**src/rtl/uart_pkg.sv**
```systemverilog
package uart_pkg;
  localparam int unsigned FRAME_BITS = 10;  // start + 8 data + stop

  typedef enum logic {
    RX_IDLE = 1'b0,
    RX_RECV = 1'b1
  } rx_state_e;

  typedef struct packed {
    logic [7:0] data;
    logic       last;
  } rx_beat_t;
endpackage

```
**src/rtl/uart_sync.sv**
```systemverilog
module uart_sync #(
  parameter int unsigned STAGES = 2,
  parameter logic        RST_VAL = 1'b1
) (
  input  logic clk_i,
  input  logic rst_ni,
  input  logic d_i,
  output logic q_o
);
  logic [STAGES-1:0] chain_q;

  always_ff @(posedge clk_i or negedge rst_ni) begin
    if (!rst_ni) chain_q <= {STAGES{RST_VAL}};
    else         chain_q <= {chain_q[STAGES-2:0], d_i};
  end

  assign q_o = chain_q[STAGES-1];
endmodule

```
**src/rtl/uart_tx_core.sv**
```systemverilog
module uart_tx_core #(
  parameter int unsigned CLKS_PER_BIT = 10,
  parameter int unsigned DATA_W       = 8
) (
  input  logic              clk_i,
  input  logic              rst_ni,
  input  logic [DATA_W-1:0] data_i,
  input  logic              valid_i,
  output logic              ready_o,
  output logic              tx_o
);
  localparam int unsigned NBITS = DATA_W + 2;
  localparam int unsigned CNT_W = (CLKS_PER_BIT > 1) ? $clog2(CLKS_PER_BIT) : 1;
  localparam int unsigned IDX_W = $clog2(NBITS + 1);
  localparam logic [CNT_W-1:0] CNT_MAX = CNT_W'(CLKS_PER_BIT - 1);
  localparam logic [IDX_W-1:0] IDX_MAX = IDX_W'(NBITS - 1);

  logic             busy_q;
  logic [NBITS-1:0] frame_q;
  logic [CNT_W-1:0] cnt_q;
  logic [IDX_W-1:0] idx_q;
  logic             tx_q;

  assign ready_o = ~busy_q;
  assign tx_o    = tx_q;

  always_ff @(posedge clk_i or negedge rst_ni) begin
    if (!rst_ni) begin
      busy_q  <= 1'b0;
      frame_q <= '1;
      cnt_q   <= '0;
      idx_q   <= '0;
      tx_q    <= 1'b1;
    end else if (!busy_q) begin
      if (valid_i) begin
        busy_q  <= 1'b1;
        frame_q <= {1'b1, data_i, 1'b0};
        cnt_q   <= '0;
        idx_q   <= '0;
        tx_q    <= 1'b0;
      end
    end else if (cnt_q == CNT_MAX) begin
      cnt_q <= '0;
      if (idx_q == IDX_MAX) begin
        busy_q <= 1'b0;
        tx_q   <= 1'b1;
      end else begin
        idx_q   <= idx_q + 1'b1;
        frame_q <= {1'b1, frame_q[NBITS-1:1]};
        tx_q    <= frame_q[1];
      end
    end else begin
      cnt_q <= cnt_q + 1'b1;
    end
  end
endmodule

```
**src/rtl/uart_rx_core.sv**
```systemverilog
module uart_rx_core
  import uart_pkg::*;
#(
  parameter int unsigned CLKS_PER_BIT = 10,
  parameter int unsigned DATA_W       = 8
) (
  input  logic              clk_i,
  input  logic              rst_ni,
  input  logic              rx_s_i,
  output logic [DATA_W-1:0] data_o,
  output logic              done_o,
  output logic              ferr_o
);
  localparam int unsigned NBITS = DATA_W + 2;
  localparam int unsigned CNT_W = (CLKS_PER_BIT > 1) ? $clog2(CLKS_PER_BIT) : 1;
  localparam int unsigned IDX_W = $clog2(NBITS + 1);
  localparam logic [CNT_W-1:0] CNT_MAX  = CNT_W'(CLKS_PER_BIT - 1);
  localparam logic [CNT_W-1:0] CNT_MID  = CNT_W'(CLKS_PER_BIT / 2);
  localparam logic [IDX_W-1:0] IDX_STOP = IDX_W'(NBITS - 1);

  rx_state_e         state_q;
  logic [CNT_W-1:0]  cnt_q;
  logic [IDX_W-1:0]  idx_q;
  logic [DATA_W-1:0] shift_q;
  logic              done_q, ferr_q;

  assign data_o = shift_q;
  assign done_o = done_q;
  assign ferr_o = ferr_q;

  always_ff @(posedge clk_i or negedge rst_ni) begin
    if (!rst_ni) begin
      state_q <= RX_IDLE;
      cnt_q   <= '0;
      idx_q   <= '0;
      shift_q <= '0;
      done_q  <= 1'b0;
      ferr_q  <= 1'b0;
    end else begin
      done_q <= 1'b0;
      ferr_q <= 1'b0;
      unique case (state_q)
        RX_IDLE: begin
          if (!rx_s_i) begin
            state_q <= RX_RECV;
            cnt_q   <= '0;
            idx_q   <= '0;
          end
        end
        RX_RECV: begin
          cnt_q <= (cnt_q == CNT_MAX) ? '0 : cnt_q + 1'b1;
          if (cnt_q == CNT_MAX) idx_q <= idx_q + 1'b1;
          if (cnt_q == CNT_MID) begin
            if (idx_q == '0) begin
              if (rx_s_i) state_q <= RX_IDLE;  // glitch, not a start bit
            end else if (idx_q == IDX_STOP) begin
              state_q <= RX_IDLE;
              done_q  <= rx_s_i;
              ferr_q  <= ~rx_s_i;
            end else begin
              shift_q <= {rx_s_i, shift_q[DATA_W-1:1]};
            end
          end
        end
        default: state_q <= RX_IDLE;
      endcase
    end
  end
endmodule

```
**src/rtl/uart_rx_axis_reg.sv**
```systemverilog
module uart_rx_axis_reg #(
  parameter int unsigned DATA_W   = 8,
  parameter logic [DATA_W-1:0] EOP_CODE = 8'h7F
) (
  input  logic              clk_i,
  input  logic              rst_ni,
  input  logic [DATA_W-1:0] data_i,
  input  logic              done_i,
  output logic [DATA_W-1:0] tdata_o,
  output logic              tvalid_o,
  output logic              tlast_o,
  input  logic              tready_i,
  output logic              overrun_o
);
  logic [DATA_W-1:0] data_q;
  logic              valid_q, last_q, ovr_q;
  logic              slot_free;

  assign slot_free = ~valid_q | tready_i;

  always_ff @(posedge clk_i or negedge rst_ni) begin
    if (!rst_ni) begin
      data_q  <= '0;
      valid_q <= 1'b0;
      last_q  <= 1'b0;
      ovr_q   <= 1'b0;
    end else begin
      ovr_q <= 1'b0;
      if (valid_q && tready_i) valid_q <= 1'b0;
      if (done_i) begin
        if (slot_free) begin
          data_q  <= data_i;
          last_q  <= (data_i == EOP_CODE);
          valid_q <= 1'b1;
        end else begin
          ovr_q <= 1'b1;  // keep held beat
        end
      end
    end
  end

  assign tdata_o   = data_q;
  assign tvalid_o  = valid_q;
  assign tlast_o   = last_q;
  assign overrun_o = ovr_q;
endmodule

```
**src/rtl/axis_uart_pkt.sv**
```systemverilog
module axis_uart_pkt
  import uart_pkg::*;
#(
  parameter int unsigned       CLKS_PER_BIT = 10,
  parameter int unsigned       DATA_W       = 8,
  parameter int unsigned       SYNC_STAGES  = 2,
  parameter logic [DATA_W-1:0] EOP_CODE     = 8'h7F
) (
  input  logic              clk_i,
  input  logic              rst_ni,
  input  logic [DATA_W-1:0] s_axis_tdata_i,
  input  logic              s_axis_tvalid_i,
  output logic              s_axis_tready_o,
  output logic              tx_o,
  input  logic              rx_i,
  output logic [DATA_W-1:0] m_axis_tdata_o,
  output logic              m_axis_tvalid_o,
  output logic              m_axis_tlast_o,
  input  logic              m_axis_tready_i,
  output logic              frame_err_o,
  output logic              overrun_o
);
  logic              rx_s;
  logic [DATA_W-1:0] rx_data;
  logic              rx_done;

  uart_tx_core #(
    .CLKS_PER_BIT(CLKS_PER_BIT),
    .DATA_W      (DATA_W)
  ) u_tx (
    .clk_i  (clk_i),
    .rst_ni (rst_ni),
    .data_i (s_axis_tdata_i),
    .valid_i(s_axis_tvalid_i),
    .ready_o(s_axis_tready_o),
    .tx_o   (tx_o)
  );

  uart_sync #(
    .STAGES (SYNC_STAGES),
    .RST_VAL(1'b1)
  ) u_sync (
    .clk_i (clk_i),
    .rst_ni(rst_ni),
    .d_i   (rx_i),
    .q_o   (rx_s)
  );

  uart_rx_core #(
    .CLKS_PER_BIT(CLKS_PER_BIT),
    .DATA_W      (DATA_W)
  ) u_rx (
    .clk_i (clk_i),
    .rst_ni(rst_ni),
    .rx_s_i(rx_s),
    .data_o(rx_data),
    .done_o(rx_done),
    .ferr_o(frame_err_o)
  );

  uart_rx_axis_reg #(
    .DATA_W  (DATA_W),
    .EOP_CODE(EOP_CODE)
  ) u_rx_out (
    .clk_i    (clk_i),
    .rst_ni   (rst_ni),
    .data_i   (rx_data),
    .done_i   (rx_done),
    .tdata_o  (m_axis_tdata_o),
    .tvalid_o (m_axis_tvalid_o),
    .tlast_o  (m_axis_tlast_o),
    .tready_i (m_axis_tready_i),
    .overrun_o(overrun_o)
  );
endmodule

```
**config.mk**
```make
export PLATFORM = sky130hd
export DESIGN_NAME = axis_uart_pkt
export DESIGN_NICKNAME = d
export VERILOG_FILES = /design/src/rtl/uart_pkg.sv /design/src/rtl/uart_sync.sv /design/src/rtl/uart_tx_core.sv /design/src/rtl/uart_rx_core.sv /design/src/rtl/uart_rx_axis_reg.sv /design/src/rtl/axis_uart_pkt.sv
export SDC_FILE = /design/constraint.sdc
export NUM_CORES = 1
export LEC_CHECK = 0
export ABC_AREA = 0
export BUFFER_PORTS_ARGS = -buffer_cell sky130_fd_sc_hd__buf_2
export CORE_MARGIN = 5
export CORE_UTILIZATION = 60
export CTS_CLUSTER_DIAMETER = 150
export CTS_CLUSTER_SIZE = 24
export DETAILED_ROUTE_END_ITERATION = 10
export PLACE_DENSITY = 0.81
export SLEW_MARGIN = 20
export SYNTH_ARGS = -nofsm -noshare
export SYNTH_HDL_FRONTEND = slang
export SYNTH_SLANG_ARGS = --single-unit
```
**constraint.sdc**
```tcl
create_clock -name clk_i -period 5.85 [get_ports clk_i]
set_clock_uncertainty 0.1 [all_clocks]
set_input_delay 0.8775 -clock clk_i [delete_from_list [all_inputs] [get_ports clk_i]]
set_output_delay 0.8775 -clock clk_i [all_outputs]
set_load 0.02 [all_outputs]
```
==> reports/metrics.yaml <==
outcome: "finished clean"
die_area_um2: 5502
synth_nets: 239
synthSimpleGateAreaFrac: 0.1539
coreArea_um2: 4000
drt-initial-drc-count: 102
worst_slew_pin_slew_ps: 628.3
cts_tree: "built"
finalCritPeriodShare: 0.3924
hp-class: "reg -> reg"
ys_types: 43
die_h_um: 74.18
worst_setup_path_end_kind: "output pin"
setup_viol: 0
via_count: 1703
holdWs_ps: 267.7
grt_pass1_vias: 1679
synth_compound_area_frac: 0.09772
place_congestion: 0.7531
rows: 23
critPathTopFamily: "flip-flops"
diodes: 0
synth_cells: 219
fill_cells: 297
synth_area_um2: 2471
synth.avg_cell_area_um2: 11.28
start_util: 0.6178
cp.arrival_ps: 1320
max_slew_margin: 0.5812
yosys.area.top_type: "dfrtp_1"
cp_cell_sequence: "inv_2 > buf_2"
synth_edf_count: 0
track_usage: 0.1831
nNetsFinal: 262
tns_ps: 0
synth.top_cell.area_share: 0.3949
cpPeakStageDelay_ps: 640
antenna_found_initial: 0
crit_slowest_cell: "dfrtp_1"
drv_cap: 0
r2r_cells: 5
rsz0062_at_grt: "no"
wl_per_cell_um: 15.17
ys.flop_type: "dfrtp_1"
async_flop_share: 1.000
max-vdd-ir-drop_uv: 329.3
ys_seq_area_frac: 0.5119
synthTopCellsByArea: "dfrtp_1, dfstp_2, mux2i_1"
grt-ovfl-total: 0
htree_levels: 2
use_met3: 0.04054
fp.dieW_um: 74.18
power_density_nw_per_um2: 413.8
port_buffers: 26
path_class: "reg -> out"
drt_first_pass_iters: 4
cts_root_buf: "clkbuf_8"
clk_path_buf_depth: 2
cts-buffers-inserted: 5
synthMuxAreaShare: 0.1549
synthToLayoutAreaGrowth_pct: 10.48
drc: 0
use_met1: 0.2527
critPathLaunchType: "flip-flop"
crit_fanout: 15
slew_viol_final: 0
synth_top_family_by_area: "multiplexers"
max_freq_ghz: 0.4357
synth_seq_cells: 50
crit_required_ps: 4870
synth_commonest_cells: "dfrtp_1, mux2i_1, nor2_1"
cts_hold_buf: 0
yosys.area_share.adder: 0.03544
grt-busiest-layer: "met2"
cp.depth: 2
met2_usage: 0.2953
routed_wl_mm: 4.444
drive_gt1_frac: 0.2675
finalCriticalPeriod_ps: 2295
insertion_delay_ps: 300
avgViaCountPerCell: 5.812
num_io_pins: 27
cts_sinks: 50
power.total_uw: 1130
grt_pass1_wl_mm: 7.810
grt_max_degree: 51
synth_xor_xnor_area_share: 0.007089
clk_pin_slew_ps: 90
finalHoldViolations: 0
hpwl_mm: 3.057
whs_path_depth: 0
cts_setup_buffers: 0
power.leakage_uw: 0.001347
cp_num_buf_inv: 2
yosys_warnings: 0
drtAntennaViolNets: 0
yosysMostFrequentCell: "dfrtp_1"
postCtsResizedCells: 0
[power breakdown]
| part | internal [uW] | switching, uW |
|---|---|---|
| Combinational | 160 | 140 |
| Clock | 127 | 116 |
| Sequential | 464 | 122 |
[cell usage in the layout (no fill, tap or decap), types with 2 or more instances in the layout]
cell type   instances
nand3_1             5
o31ai_1             2
mux2i_1            15
inv_1              10
a21o_1              2
nor2_1             13
nand4b_1            6
nor2b_1             5
clkinvlp_4          2
nand3b_1            3
mux2_2              9
nand2_1            12
a31oi_1             2
dfstp_2            11
nor3_1              9
mux2_4              8
ha_1                7
or4_1               2
nand4_1             2
and3b_1             4
dfrtp_1            39
nand2b_1            3
xor2_1              2
o211ai_1            3
buf_2              26
a211oi_1            7
a21oi_1             6
o21ai_0             9
clkbuf_8            5
[flip-flops by register name (all words and copies together), names as in the netlist, 2 cells and up]
signal            count
u_rx.idx_q            4
u_tx.frame_q          8
u_tx.idx_q            4
u_rx.data_o           8
u_sync.chain_q        2
u_rx_out.tdata_o      8
u_rx.cnt_q            4
u_tx.cnt_q            4
[final timing paths]
path | start | end | slack, ps
max | u_tx.busy_q | s_axis_tready_o | 3550
min | u_sync.chain_q[0] | u_sync.chain_q[1] | 270
max reg2reg | u_rx.idx_q[0] | u_rx.data_o[0] | 3800
min reg2reg | u_sync.chain_q[0] | u_sync.chain_q[1] | 270
max in group asynchronous | rst_ni | u_rx_out.tdata_o[6] | 4660
min in group asynchronous | rst_ni | u_rx.cnt_q[0] | 560
[stage by stage]
step                      utilization  cell area, um^2  cells  worst slack, ps
after floorplan                     -             2471    219             3995
after global placement         0.6541             2616    285             3828
after detailed placement       0.6541             2616    285             3783
after CTS                      0.6825             2730    293             3554
after global routing           0.6825             2730    293             3445
final                          0.6825             2730    293             3555
[worst reg2reg max path, cell delays in order (launching register included)]
cell and delay, ps:
dfrtp_1 440, inv_1 60, ha_1 210, mux2_1 290, a211o_1 480, mux2_4 370
[layout make-up]
class	count	area [um^2]	area share
sequential	50	1265	0.4633
clock inverter	3	45.04	0.01650
timing repair buffer	27	137.6	0.05041
inverter	11	41.29	0.01512
tap	50	62.56	0.02291
multi-input combinational	147	1110	0.4065
clock buffer	5	68.82	0.02521
[metal layers]
layer  wire length [um]  share of wire
met5                  0              0
met4                 59          0.013
met3                171          0.038
met2               2161           0.49
met1               2052           0.46
[logic make-up after synthesis]
kind of cell | Yosys count
AOI/OAI and AO/OA | 37
and+or+nand+nor | 68
buffers and inverters | 22
adders and majority gates | 7
xor gates and xnor gates | 2
muxes | 33
DFF | 50
Note: power is estimated with default switching activity, not from simulation.
